$ cat src/rtl/subband_pkg.sv
package subband_pkg;

    localparam int RATE_W = 2;
    localparam int DIV_W  = 5;

    typedef enum logic [RATE_W-1:0] {
        RATE_FAST   = 2'd0,
        RATE_HIGH   = 2'd1,
        RATE_MID    = 2'd2,
        RATE_LOW    = 2'd3
    } rate_e;

    // Largest divider value; parking here makes the first encode cycle wrap.
    localparam logic [DIV_W-1:0] DIV_PARK = 5'd23;

    function automatic logic [DIV_W-1:0] bclk_period(input rate_e rate);
        case (rate)
            RATE_FAST: return 5'd8;
            RATE_HIGH: return 5'd12;
            RATE_MID:  return 5'd16;
            default:   return 5'd24;
        endcase
    endfunction

endpackage

$ cat src/rtl/subband_bitclk_gen.sv
module subband_bitclk_gen
    import subband_pkg::*;
#(
    parameter int POS_HALF = 32
) (
    input  logic                        clk,
    input  logic                        rst_n,
    input  logic                        enc_i,
    input  logic [RATE_W-1:0]           rate_i,
    output logic                        adv_o,
    output logic [$clog2(2*POS_HALF)-1:0] pos_next_o,
    output logic                        bclk_o,
    output logic                        ws_o
);

    localparam int POS_W = $clog2(2*POS_HALF);

    typedef struct packed {
        logic [DIV_W-1:0] div;
        logic [POS_W-1:0] pos;
        logic             bclk;
        logic             ws;
    } gen_state_t;

    localparam gen_state_t GEN_RST = '{div: DIV_PARK, pos: '1, bclk: 1'b1, ws: 1'b1};

    gen_state_t s_d, s_q;
    logic [DIV_W-1:0] per;
    logic             adv;

    always_comb begin
        s_d = s_q;
        adv = 1'b0;
        per = bclk_period(rate_e'(rate_i));
        if (!enc_i) begin
            s_d = GEN_RST;
        end else if (s_q.div >= per - 1'b1) begin
            adv      = 1'b1;
            s_d.div  = '0;
            s_d.pos  = s_q.pos + 1'b1;
            s_d.bclk = 1'b0;
            s_d.ws   = s_d.pos[POS_W-1];
        end else begin
            s_d.div = s_q.div + 1'b1;
            if (s_q.div + 1'b1 == (per >> 1)) begin
                s_d.bclk = 1'b1;
            end
        end
    end

    always_ff @(posedge clk) begin
        if (!rst_n) begin
            s_q <= GEN_RST;
        end else begin
            s_q <= s_d;
        end
    end

    assign adv_o      = adv;
    assign pos_next_o = s_q.pos + 1'b1;
    assign bclk_o     = s_q.bclk;
    assign ws_o       = s_q.ws;

endmodule

$ cat src/rtl/subband_slot_tx.sv
module subband_slot_tx #(
    parameter int DATA_HALF = 16,
    parameter int POS_HALF  = 32
) (
    input  logic                          clk,
    input  logic                          rst_n,
    input  logic                          enc_i,
    input  logic                          adv_i,
    input  logic [$clog2(2*POS_HALF)-1:0] pos_next_i,
    input  logic [2*DATA_HALF-1:0]        tx_data_i,
    input  logic                          tx_valid_i,
    output logic                          tx_ready_o,
    output logic                          sd_o
);

    localparam int SLOT_W = 2 * DATA_HALF;
    localparam int POS_W  = $clog2(2*POS_HALF);
    localparam int CNT_W  = POS_W - 1;
    localparam int IDX_W  = $clog2(SLOT_W);
    localparam logic [CNT_W-1:0] OFF_LAST = CNT_W'(DATA_HALF);

    typedef struct packed {
        logic [SLOT_W-1:0] hold;
        logic              full;
        logic [SLOT_W-1:0] slot;
        logic              sd;
    } tx_state_t;

    tx_state_t s_d, s_q;
    logic [CNT_W-1:0] off;
    logic [IDX_W-1:0] idx;

    always_comb begin
        s_d = s_q;
        off = pos_next_i[CNT_W-1:0];
        idx = IDX_W'(pos_next_i[POS_W-1] ? DATA_HALF : 0) + IDX_W'(off - 1'b1);

        // Start of a word-select period: take the held word or send zeros.
        if (adv_i && pos_next_i == '0) begin
            s_d.slot = s_q.full ? s_q.hold : '0;
            s_d.full = 1'b0;
        end
        if (tx_valid_i && !s_q.full) begin
            s_d.hold = tx_data_i;
            s_d.full = 1'b1;
        end

        if (!enc_i) begin
            s_d.sd = 1'b0;
        end else if (adv_i) begin
            if (off != '0 && off <= OFF_LAST) begin
                s_d.sd = s_q.slot[idx];
            end else begin
                s_d.sd = 1'b0;
            end
        end
    end

    always_ff @(posedge clk) begin
        if (!rst_n) begin
            s_q <= '0;
        end else begin
            s_q <= s_d;
        end
    end

    assign tx_ready_o = !s_q.full;
    assign sd_o       = s_q.sd;

endmodule

$ cat src/rtl/subband_slot_rx.sv
module subband_slot_rx #(
    parameter int DATA_HALF   = 16,
    parameter int POS_HALF    = 32,
    parameter int BYTE_W      = 8,
    parameter int SYNC_STAGES = 2
) (
    input  logic                          clk,
    input  logic                          rst_n,
    input  logic                          enc_i,
    input  logic                          bclk_i,
    input  logic                          ws_i,
    input  logic                          sd_i,
    input  logic                          err_i,
    output logic [2*DATA_HALF-1:0]        rx_data_o,
    output logic [2*DATA_HALF/BYTE_W-1:0] rx_err_o,
    output logic                          rx_valid_o,
    input  logic                          rx_ready_i
);

    localparam int SLOT_W   = 2 * DATA_HALF;
    localparam int ERR_N    = SLOT_W / BYTE_W;
    localparam int CNT_W    = $clog2(POS_HALF);
    localparam int IDX_W    = $clog2(SLOT_W);
    localparam int BYTE_LSB = $clog2(BYTE_W);
    localparam logic [CNT_W-1:0]    CNT_MAX  = CNT_W'(POS_HALF - 1);
    localparam logic [CNT_W-1:0]    OFF_LAST = CNT_W'(DATA_HALF);
    localparam logic [BYTE_LSB-1:0] MID_BIT  = BYTE_LSB'(BYTE_W / 2);
    localparam logic [IDX_W-1:0]    IDX_LAST = IDX_W'(SLOT_W - 1);

    // Sample vector order: {bit clock, word select, data, error}
    typedef struct packed {
        logic [SYNC_STAGES-1:0][3:0] sync;
        logic                        bclk_prev;
        logic                        ws_prev;
        logic [CNT_W-1:0]            cnt;
        logic                        low_seen;
        logic [SLOT_W-1:0]           shreg;
        logic [ERR_N-1:0]            errs;
        logic [SLOT_W-1:0]           out_data;
        logic [ERR_N-1:0]            out_err;
        logic                        out_valid;
    } rx_state_t;

    localparam rx_state_t RX_RST = '{
        sync: '0, bclk_prev: 1'b0, ws_prev: 1'b1, cnt: '0, low_seen: 1'b0,
        shreg: '0, errs: '0, out_data: '0, out_err: '0, out_valid: 1'b0
    };

    rx_state_t s_d, s_q;
    logic [3:0]       smp;
    logic [CNT_W-1:0] cnt_n;
    logic [IDX_W-1:0] idx;
    logic             pending;

    always_comb begin
        s_d   = s_q;
        cnt_n = s_q.cnt;
        idx   = '0;
        for (int i = SYNC_STAGES - 1; i > 0; i--) begin
            s_d.sync[i] = s_q.sync[i-1];
        end
        s_d.sync[0]   = {bclk_i, ws_i, sd_i, err_i};
        smp           = s_q.sync[SYNC_STAGES-1];
        s_d.bclk_prev = smp[3];
        pending       = s_q.out_valid && !rx_ready_i;

        if (s_q.out_valid && rx_ready_i) begin
            s_d.out_valid = 1'b0;
        end

        if (!enc_i && smp[3] && !s_q.bclk_prev) begin
            s_d.ws_prev = smp[2];
            if (smp[2] != s_q.ws_prev) begin
                cnt_n = '0;
                if (!smp[2]) begin
                    s_d.low_seen = 1'b1;
                end
            end else if (s_q.cnt != CNT_MAX) begin
                cnt_n = s_q.cnt + 1'b1;
            end
            s_d.cnt = cnt_n;

            if (cnt_n != '0 && cnt_n <= OFF_LAST) begin
                idx = IDX_W'(smp[2] ? DATA_HALF : 0) + IDX_W'(cnt_n - 1'b1);
                s_d.shreg[idx] = smp[1];
                if (idx[BYTE_LSB-1:0] == MID_BIT) begin
                    s_d.errs[idx[IDX_W-1:BYTE_LSB]] = smp[0];
                end
                if (idx == IDX_LAST) begin
                    if (s_q.low_seen && !pending) begin
                        s_d.out_data  = s_d.shreg;
                        s_d.out_err   = s_d.errs;
                        s_d.out_valid = 1'b1;
                    end
                    s_d.low_seen = 1'b0;
                end
            end
        end
    end

    always_ff @(posedge clk) begin
        if (!rst_n) begin
            s_q <= RX_RST;
        end else begin
            s_q <= s_d;
        end
    end

    assign rx_data_o  = s_q.out_data;
    assign rx_err_o   = s_q.out_err;
    assign rx_valid_o = s_q.out_valid;

endmodule

$ cat src/rtl/subband_serial_port.sv
module subband_serial_port
    import subband_pkg::*;
#(
    parameter int DATA_HALF   = 16,
    parameter int POS_HALF    = 32,
    parameter int BYTE_W      = 8,
    parameter int SYNC_STAGES = 2
) (
    input  logic                          clk,
    input  logic                          rst_n,
    input  logic                          enc_mode,
    input  logic                          dir_hold,
    input  logic [RATE_W-1:0]             rate_sel,
    input  logic                          sb_bclk_i,
    input  logic                          sb_ws_i,
    input  logic                          sb_sd_i,
    input  logic                          sb_err_i,
    output logic                          sb_bclk_o,
    output logic                          sb_ws_o,
    output logic                          sb_sd_o,
    output logic                          drv_en_o,
    input  logic [2*DATA_HALF-1:0]        tx_data,
    input  logic                          tx_valid,
    output logic                          tx_ready,
    output logic [2*DATA_HALF-1:0]        rx_data,
    output logic [2*DATA_HALF/BYTE_W-1:0] rx_err,
    output logic                          rx_valid,
    input  logic                          rx_ready
);

    localparam int POS_W = $clog2(2*POS_HALF);

    logic             adv;
    logic [POS_W-1:0] pos_next;

    subband_bitclk_gen #(
        .POS_HALF (POS_HALF)
    ) gen_i (
        .clk        (clk),
        .rst_n      (rst_n),
        .enc_i      (enc_mode),
        .rate_i     (rate_sel),
        .adv_o      (adv),
        .pos_next_o (pos_next),
        .bclk_o     (sb_bclk_o),
        .ws_o       (sb_ws_o)
    );

    subband_slot_tx #(
        .DATA_HALF (DATA_HALF),
        .POS_HALF  (POS_HALF)
    ) tx_i (
        .clk        (clk),
        .rst_n      (rst_n),
        .enc_i      (enc_mode),
        .adv_i      (adv),
        .pos_next_i (pos_next),
        .tx_data_i  (tx_data),
        .tx_valid_i (tx_valid),
        .tx_ready_o (tx_ready),
        .sd_o       (sb_sd_o)
    );

    subband_slot_rx #(
        .DATA_HALF   (DATA_HALF),
        .POS_HALF    (POS_HALF),
        .BYTE_W      (BYTE_W),
        .SYNC_STAGES (SYNC_STAGES)
    ) rx_i (
        .clk        (clk),
        .rst_n      (rst_n),
        .enc_i      (enc_mode),
        .bclk_i     (sb_bclk_i),
        .ws_i       (sb_ws_i),
        .sd_i       (sb_sd_i),
        .err_i      (sb_err_i),
        .rx_data_o  (rx_data),
        .rx_err_o   (rx_err),
        .rx_valid_o (rx_valid),
        .rx_ready_i (rx_ready)
    );

    assign drv_en_o = enc_mode && !dir_hold;

endmodule

$ cat config.mk
export PLATFORM = sky130hd
export DESIGN_NAME = subband_serial_port
export DESIGN_NICKNAME = d
export VERILOG_FILES = /design/src/rtl/subband_pkg.sv /design/src/rtl/subband_bitclk_gen.sv /design/src/rtl/subband_slot_tx.sv /design/src/rtl/subband_slot_rx.sv /design/src/rtl/subband_serial_port.sv
export SDC_FILE = /design/constraint.sdc
export NUM_CORES = 1
export LEC_CHECK = 0
export ABC_CLOCK_PERIOD_IN_PS = 5300
export CAP_MARGIN = 20
export CORE_ASPECT_RATIO = 0.7
export CORE_MARGIN = 3
export CORE_UTILIZATION = 40
export DETAILED_ROUTE_END_ITERATION = 16
export SYNTH_ARGS = -nofsm -noshare
export SYNTH_HDL_FRONTEND = slang
export SYNTH_SLANG_ARGS = --single-unit
$ cat constraint.sdc
create_clock -name clk -period 5.3 [get_ports clk]
set_input_delay 0.53 -clock clk [delete_from_list [all_inputs] [get_ports clk]]
set_output_delay 0.53 -clock clk [all_outputs]
set_load 0.02 [all_outputs]
==> impl_results.md, run 1 <==
- Hold path cells: 1
- Fin cells: 1117
- CP arrival: 4540 ps
- Slew headroom: 35.4%
- Post-DP Area: 0.00823 mm²
- Fin area: 0.00885 mm²
- FF+latch area: 0.00332 mm²
- Setup TNS: 0 ps
- Area contributors post-synth: dfxtp_1 44%, mux2i_1 9.0%, nand2_1 8.1%
- CP max stage cell: nor2_8
- Crit share post-route: 79.3%
- Area growth, synth to finish: 16.9%
- Reg2reg path depth: 12
- First-pass GRT wire length: 26800 µm
- Max Cap Viol: 0
- Cells after Synth: 853
- Pwr dens: 319 mW/mm²
- Flops & latches, synth: 166
- Post-layout minimum cycle time: 4200 ps
- Reg clk slew, reported paths: 60 ps
- Synthesized cell area: 0.00758 mm²
- Starting Density: 41.4%
- Worst slew pin tran: 965 ps
- Fmax: 238 MHz
- Grt ovf: 0
- Static leakage: 3.09 nW
- Worst setup SP type: flop
- Hold Startpoint: rx_i.s_d[87]
- Reg2reg start: rx_i.s_q[74]
- Die area: 0.0207 mm²
- Hold Violations, Final: 0
- WHS: 434 ps
- R2r setup slk: 1100 ps
- TritonCTS clock tree: built
- # H-tree levels: 4
- Post-CTS Hold Fix Bufs: 0
- Commonest cells after routing, fill and taps aside: 166 x dfxtp_1, 163 x nand2_1, 84 x clkdlybuf4s50_1
- Kind of critical path: reg2reg
- Core area: 0.0183 mm²
- Mapped Avg Cell Area: 8.88 µm²
- Vias: 5570
- Vias in the first global route: 5119
- Class of the worst hold path: reg2reg
- Post-route ant nets: 0
- Net count, final: 934
- Initial antenna violation count: 0
- Root Buffer: clkbuf_16
- Ant diodes: 0
- DR iter-0 viols: 461
- Pre-Repair DR Iteration Count: 4
- Avg WL per Cell: 14.4 µm
- PortBufs: 85
- TritonCTS Sinks: 166
- Vias/cell: 4.99
- Clk_lat worst skew: 420 ps
- Hold path endpoint: rx_i.smp[2]
- Die height: 121 µm
- Pin count of the biggest net entering global routing: 93
- Commonest non-fill, non-tap cell in the layout: dfxtp_1
- Area of the multi-input gates: 0.00366 mm²
- I/O pin total: 86
- Register area share after synthesis: 43.9%
- Pre-CTS worst setup slack: 1150 ps
- GPL Wtd Cong: 0.887
- Yosys warning total: 0
- Fill count: 1761
- Final Slew Violations: 0
- Crit-path cells: ha_1 -> nand4_1 -> nor2_1 -> a21oi_1 -> nor2_1 -> inv_1 -> fa_1 -> xnor2_1 -> nor3_1 -> nand4_1 -> nor2_8 -> mux2i_1
- Total Routing Usage GR: 16.1%
- Placed cell count: 1083
- Critical path peak fanout: 35
- Leading area contributor after synthesis: dfxtp_1
- Worst reg2reg endpoint: rx_i.rx_data_o[19]
- Row count: 41
- Ys async rst share: 0%
- Post-synth EDFFs: 0
- Synth cell types: 46
- RSZ-0062 raised after global routing: no
- Clk buf depth: 2
- Detailed Place HPWL: 10600 µm
- Layout cells sized above 1: 7.15%
- Setup bufs post-CTS: 0
- Worst setup EP type: flop
- Main synth FF type: dfxtp_1
- Routed WL: 16100 µm
- Worst endpoint required time: 5640 ps
- Die X: 170 µm
- Peak supply drop: 139 µV
- # setup viols final: 0
- CTS resizes: 0
- Synth top area share: 43.9%
- Clk_skew: 10.1 ps
- Setup WS post-layout: 1100 ps
- Run status: finished clean
- DRC viols: 0
- Num CTS Buffers: 17
- Post-synthesis net count: 919
- Max stage delay on crit path: 710 ps
-- how the worst max path moves through the flow --
stage	start	end	slack, ps	cells after the start
after CTS	rx_i.s_q[74]	rx_i.rx_data_o[19]	1080	12
after floorplan	rx_i.s_q[75]	rx_i.rx_data_o[31]	1990	13
after global placement	rx_i.s_q[74]	rx_i.rx_data_o[31]	1240	12
after global routing	rx_i.s_q[74]	rx_i.rx_data_o[29]	550	12
final	rx_i.s_q[74]	rx_i.rx_data_o[19]	1100	12
after detailed placement	rx_i.s_q[74]	rx_i.rx_data_o[31]	1150	12
-- state kept, by name (all words and copies together), names as in the netlist --
name,flops
gen_i.ws_o,1
rx_i.rx_data_o,32
rx_i.smp,4
gen_i.s_q,10
gen_i.bclk_o,1
rx_i.s_d,4
rx_i.rx_valid_o,1
rx_i.rx_err_o,4
tx_i.sd_o,1
rx_i.s_q,43
tx_i.s_q,65
-- cell families (layout without fill, tap and decap cells) --
logic type	Yosys count	in the layout	synth area share, %
flip-flops	166	166	43.9
AND/OR/NAND/NOR	323	323	19.2
buffers and inverters	113	141	7.94
multiplexers	80	80	12.3
XOR/XNOR	25	25	3.09
AO/OA/AOI/OAI	124	124	9.81
adder cells (fa/ha/maj)	22	22	3.83
-- routing by layer --
layer  part of all wire (%)  track usage [%]  vias up
met5                      0                0        -
li1                       -                -     2906
met3                    3.8             3.45       11
met4                   0.85             4.56        0
met2                     39             20.7       96
met1                     56             26.1     2557
-- critical path: cells and delay by family (launching register included) --
kind / cells / cell delay, ps
buffers and inverters: 1 / 90
muxes: 1 / 300
adders and majority gates: 2 / 810
and+or+nand+nor: 6 / 2000
AOI/OAI and AO/OA: 1 / 140
DFF: 1 / 560
xor gates and xnor gates: 1 / 220
-- where the power goes --
group          total (mW)  internal (mW)  switching (mW)
logic               0.312          0.132           0.180
registers            1.29           1.27          0.0201
clock network        1.22          0.674           0.545
total                2.83           2.08           0.745
-- area by class of cell --
type | count | share of cell area [%]
flip-flops and latches | 166 | 37.5
multi-input cells | 574 | 41.3
clock buffers | 18 | 4.96
repair buffers | 93 | 10.6
inverters | 16 | 0.678
clock inverters | 14 | 1.60
well taps | 236 | 3.34
-- synthesized netlist by cell type (all sizes together) (3+ instances only) --
cell type  count
a21o           7
a21oi         46
and2          12
and3           3
buf           51
clkbuf        46
dfxtp        166
ha            20
inv           16
mux2i         69
mux4          10
nand2        163
nand2b         3
nand3         79
nand4          4
nor2          20
nor2b          6
nor3          27
o211ai        10
o21ai         46
o22ai          3
o31ai          4
xnor2         13
xor2          12
-- through the flow --
stage               power, mW  utilization (%)
finish                   2.83             48.3
floorplan                1.55                -
global route             2.94             48.3
global placement         1.63             44.9
CTS                      2.86             48.1
detailed placement       1.63             44.9
Power figures use the tool's default switching activity.
==> run 2, diff against run 1 <==
Settings changed: ABC_CLOCK_PERIOD_IN_PS 5300 to 4000.
Clock period 5.3 ns to 4 ns, I/O delays scaled along.
==> impl_results.md, run 2 (synthesis results as in run 1) <==
- Hold path endpoint: rx_i.smp[1]
- Clk buf depth: 2
- Layout cells sized above 1: 8.21%
- Hold path cells: 1
- Run status: finished clean
- Die X: 170 µm
- TritonCTS clock tree: built
- Worst setup SP type: flop
- # setup viols final: 0
- Initial antenna violation count: 0
- Max reg flops: 65
- Hold Violations, Final: 0
- # H-tree levels: 4
- Most Frequent Cell on Critical Path: ha_1
- WP buf/inv: 2
- Fmax: 278 MHz
- Class of the worst hold path: reg2reg
- DRC viols: 0
- Worst setup EP type: flop
- Final Slew Violations: 0
- R2r setup slk: 400 ps
- Routed WL: 16100 µm
- Detailed Place HPWL: 11000 µm
- CP max stage cell: o41ai_4
- Clock power frac: 42.0%
- Row count: 41
- Reg2reg start: rx_i.s_q[75]
- Fill count: 1731
- Area of the multi-input gates: 0.00366 mm²
- Kind of critical path: reg2reg
- Worst endpoint required time: 4350 ps
- Switching Share: 27.2%
- Total Routing Usage GR: 15.9%
- PortBufs: 85
- Ant diodes: 0
- CP arrival: 3960 ps
- Area growth, synth to finish: 17.8%
- Core area: 0.0183 mm²
- Peak supply drop: 238 µV
- Commonest non-fill, non-tap cell in the layout: dfxtp_1
- Max stage delay on crit path: 510 ps
- First-pass GRT wire length: 26700 µm
- Grt ovf: 0
- Root Buffer: clkbuf_16
- Critical path peak fanout: 15
- Worst slew pin tran: 786 ps
- Delay-heaviest family, CP: compound AO/OA/AOI/OAI gates
- Reg with most FFs: tx_i.s_q
- Setup TNS: 0 ps
- Pre-Repair DR Iteration Count: 9
- Clk_lat worst skew: 420 ps
- RSZ-0062 raised after global routing: no
- Psw: 1.00 mW
- Num CTS Buffers: 17
- Avg WL per Cell: 14.3 µm
- Post-route ant nets: 0
- Reg2reg path depth: 10
- Worst reg2reg endpoint: rx_i.s_q[65]
- WHS: 434 ps
- Net count, final: 942
- Reg clk slew, reported paths: 70 ps
- Crit-path cells: ha_1 -> nand4_1 -> a21oi_1 -> inv_1 -> ha_1 -> o41ai_4 -> xnor2_2 -> buf_4 -> nor3_1 -> mux2i_1
- DR iter-0 viols: 428
- Die area: 0.0207 mm²
- Slew headroom: 47.5%
- Register share of total power: 46.4%
- GPL Wtd Cong: 0.829
- Fin area: 0.00892 mm²
- Starting Density: 41.4%
- Total Power: 3.70 mW
- FF+latch area: 0.00332 mm²
- Die height: 121 µm
- Vias in the first global route: 5135
- TritonCTS Sinks: 166
- Pint: 2.69 mW
- Post-layout minimum cycle time: 3600 ps
- I/O pin total: 86
- Max Cap Viol: 0
- Crit share post-route: 90.1%
- Static leakage: 3.13 nW
- Vias: 5579
- Clk_skew: 10.8 ps
- Commonest cells after routing, fill and taps aside: 165 x dfxtp_1, 163 x nand2_1, 84 x clkdlybuf4s50_1
- Logic gate share of total power: 11.5%
- Hold Startpoint: rx_i.s_d[86]
- Pin count of the biggest net entering global routing: 66
- Pwr dens: 414 mW/mm²
- Post-DP Area: 0.00832 mm²
- Vias/cell: 4.96
- Post-CTS Hold Fix Bufs: 0
-- run 2: changes by cell type in the layout (fill, tap and decap cells not counted), moves of 2 or more --
| cell | change |
|---|---|
| clkinv_8 | +2 |
| clkinvlp_4 | +2 |
| buf_12 | +2 |
| clkinv_4 | -3 |
| buf_4 | +7 |
-- run 2: power by group through the flow --
stage	Clock, mW	Combinational, mW	Sequential, mW
2_1_floorplan	0	0.304	1.75
6_report	1.55	0.426	1.72
5_1_grt	1.65	0.476	1.72
4_1_cts	1.59	0.427	1.72
3_5_place_dp	0	0.418	1.76
3_3_place_gp	0	0.418	1.75
-- run 2: worst max path at each step --
stage	startpoint	endpoint	depth (start not counted)
final	rx_i.s_q[75]	rx_i.s_q[65]	10
after CTS	rx_i.s_q[74]	rx_i.rx_data_o[6]	13
after global routing	rx_i.s_q[75]	rx_i.rx_data_o[6]	13
after floorplan	rx_i.s_q[75]	rx_i.rx_data_o[31]	13
after detailed placement	rx_i.s_q[74]	rx_i.rx_data_o[6]	13
after global placement	rx_i.s_q[74]	rx_i.rx_data_o[31]	13
-- run 2: metrics by stage --
stage	util, %	setup WS (ps)	instances
6_report	48.7	396	1125
5_1_grt	48.7	47.1	1125
3_3_place_gp	45.4	293	1091
2_1_floorplan	-	692	853
3_5_place_dp	45.4	152	1091
4_1_cts	48.5	113	1123
-- run 2: worst register-to-register path, cell delays in order, from the launching register on --
cell and delay, ps:
dfxtp_1 470, ha_1 310, nand4_1 260, a21oi_1 460, inv_1 140, ha_1 410
o41ai_4 510, xnor2_2 220, buf_4 250, nor3_1 300, mux2i_1 210
-- run 2: timing repair --
item | in CTS | in global routing
endpoints found under the hold margin | 0 | 0
setup endpoints to repair | 0 | 37
gates resized for setup | 0 | 2
setup buffers | 0 | 1
-- run 2: cell type report --
class / count / share of cell area (%)
sequential: 166 / 37.3
tap: 236 / 3.31
inverter: 16 / 0.673
clock buffer: 17 / 4.77
multi-input combinational: 574 / 41.1
timing repair buffer: 101 / 11.4
clock inverter: 15 / 1.57
-- run 2: per-layer routing --
layer  up-vias  track usage, %  share of wire [%]
met5         -               0                  0
met4         0            3.50               0.65
met3         7            3.78                4.1
met2        95            21.2                 39
met1      2549            25.4                 56
li1       2928               -                  -
==> run 3, diff against run 2 <==
Settings changed: SETUP_SLACK_MARGIN set to 0.3.
==> impl_results.md, run 3 (synthesis results as in run 1) <==
- Run status: finished clean
- Die height: 121 µm
- Worst setup EP type: flop
- RSZ-0062 raised after global routing: yes
- Crit share post-route: 88.0%
- WHS: 433 ps
- Pin count of the biggest net entering global routing: 66
- Post-DP Area: 0.00832 mm²
- Net count, final: 946
- # H-tree levels: 4
- Vias/cell: 4.99
- Slew headroom: 48.0%
- Die area: 0.0207 mm²
- Pre-CTS worst setup slack: 152 ps
- DR WL met2: 6500 µm
- Clk buf depth: 2
- Vias in the first global route: 5146
- DRC viols: 0
- Critical path peak fanout: 15
- Total Routing Usage GR: 15.9%
- Pwr dens: 412 mW/mm²
- DR iter-0 viols: 450
- Uppermost layer routed: met4
- Reg with most FFs: tx_i.s_q
- Area growth, synth to finish: 18.6%
- Setup WS post-layout: 480 ps
- Pre-Repair DR Iteration Count: 5
- Max Cap Viol: 0
- Grt ovf: 0
- Kind of critical path: reg2reg
- Fin cells: 1129
- Post-CTS Hold Fix Bufs: 0
- TritonCTS Sinks: 166
- Initial antenna violation count: 0
- Placed cell count: 1091
- Starting Density: 41.4%
- Clk_lat worst skew: 430 ps
- Core area: 0.0183 mm²
- Final Slew Violations: 0
- CP max stage cell: o41ai_4
- Setup TNS: 0 ps
- Met3 routed WL: 744 µm
- Layout cells sized above 1: 9.07%
- # setup viols final: 0
- TritonCTS clock tree: built
- CP arrival: 3870 ps
- Clk_skew: 10.7 ps
- Peak supply drop: 236 µV
- Die X: 170 µm
- Max reg flops: 65
- First-pass GRT wire length: 26800 µm
- Hold Violations, Final: 0
- Commonest cells after routing, fill and taps aside: 164 x dfxtp_1, 163 x nand2_1, 84 x clkdlybuf4s50_1
- Routed WL: 16400 µm
- Detailed Place HPWL: 11000 µm
- Class of the worst hold path: reg2reg
- Post-layout minimum cycle time: 3520 ps
- Post-route ant nets: 0
- Static leakage: 3.15 nW
- Worst slew pin tran: 779 ps
- Worst endpoint required time: 4350 ps
- Ant diodes: 0
- Vias: 5639
- PortBufs: 85
- GPL Wtd Cong: 0.829
- Commonest non-fill, non-tap cell in the layout: dfxtp_1
- I/O pin total: 86
- Row count: 41
- Met1 Wirelength: 8990 µm
- Num CTS Buffers: 17
- WP buf/inv: 2
- Fin area: 0.00898 mm²
- Avg WL per Cell: 14.5 µm
- Root Buffer: clkbuf_16
- Worst setup SP type: flop
- Max stage delay on crit path: 520 ps
- Crit-path cells: ha_2 -> nand4_1 -> a21oi_1 -> inv_1 -> ha_1 -> o41ai_4 -> xnor2_2 -> buf_4 -> nor3_1 -> mux2i_1
- Fmax: 284 MHz
- Delay-heaviest family, CP: compound AO/OA/AOI/OAI gates
- Reg clk slew, reported paths: 70 ps
-- run 3: cell count changes in the layout (fill, tap and decap cells not counted), sizes merged --
cell / previous run / this run
clkbuf: 17 / 18
buf: 17 / 20
-- run 3: routing by layer --
| metal | vias up | track usage (%) |
|---|---|---|
| met3 | 9 | 3.78 |
| met4 | 0 | 3.50 |
| li1 | 2936 | - |
| met5 | - | 0 |
| met2 | 106 | 21.3 |
| met1 | 2588 | 25.4 |
-- run 3: worst paths after layout --
kind,start,end,slack [ps],cells past startpoint
worst min register to register,rx_i.s_d[86],rx_i.smp[1],430,1
worst max register to register,rx_i.s_q[74],rx_i.s_q[66],480,10
worst min-delay path,rx_i.s_d[86],rx_i.smp[1],430,1
worst max-delay path,rx_i.s_q[74],rx_i.s_q[66],480,10
-- run 3: timing repair --
| item | 4_1_cts | 5_1_grt |
|---|---|---|
| pin swaps | 1 | 0 |
| endpoints found under the setup margin | 38 | 58 |
| setup buffers | 2 | 2 |
| cloned | 0 | 1 |
| gates resized for setup | 1 | 5 |
-- run 3: area by class of cell --
type / instances / area, µm²
clock inverter: 15 / 140
tap: 236 / 295
inverter: 16 / 60.1
sequential: 166 / 3330
fill: 1725 / 9330
timing repair buffer: 105 / 1060
multi-input combinational: 574 / 3680
clock buffer: 17 / 425
-- run 3: stage by stage --
step / utilization [%] / power [mW]
finish: 49.1 / 3.70
global route: 49.1 / 3.85
CTS: 48.6 / 3.73
detailed placement: 45.4 / 2.17
global placement: 45.4 / 2.17
floorplan: - / 2.05
-- run 3: power by group --
group | total [mW] | internal (mW) | leakage (nW) | switching, mW
registers | 1.72 | 1.69 | 1.35 | 0.0284
logic | 0.426 | 0.183 | 1.52 | 0.243
clock network | 1.55 | 0.821 | 0.275 | 0.733
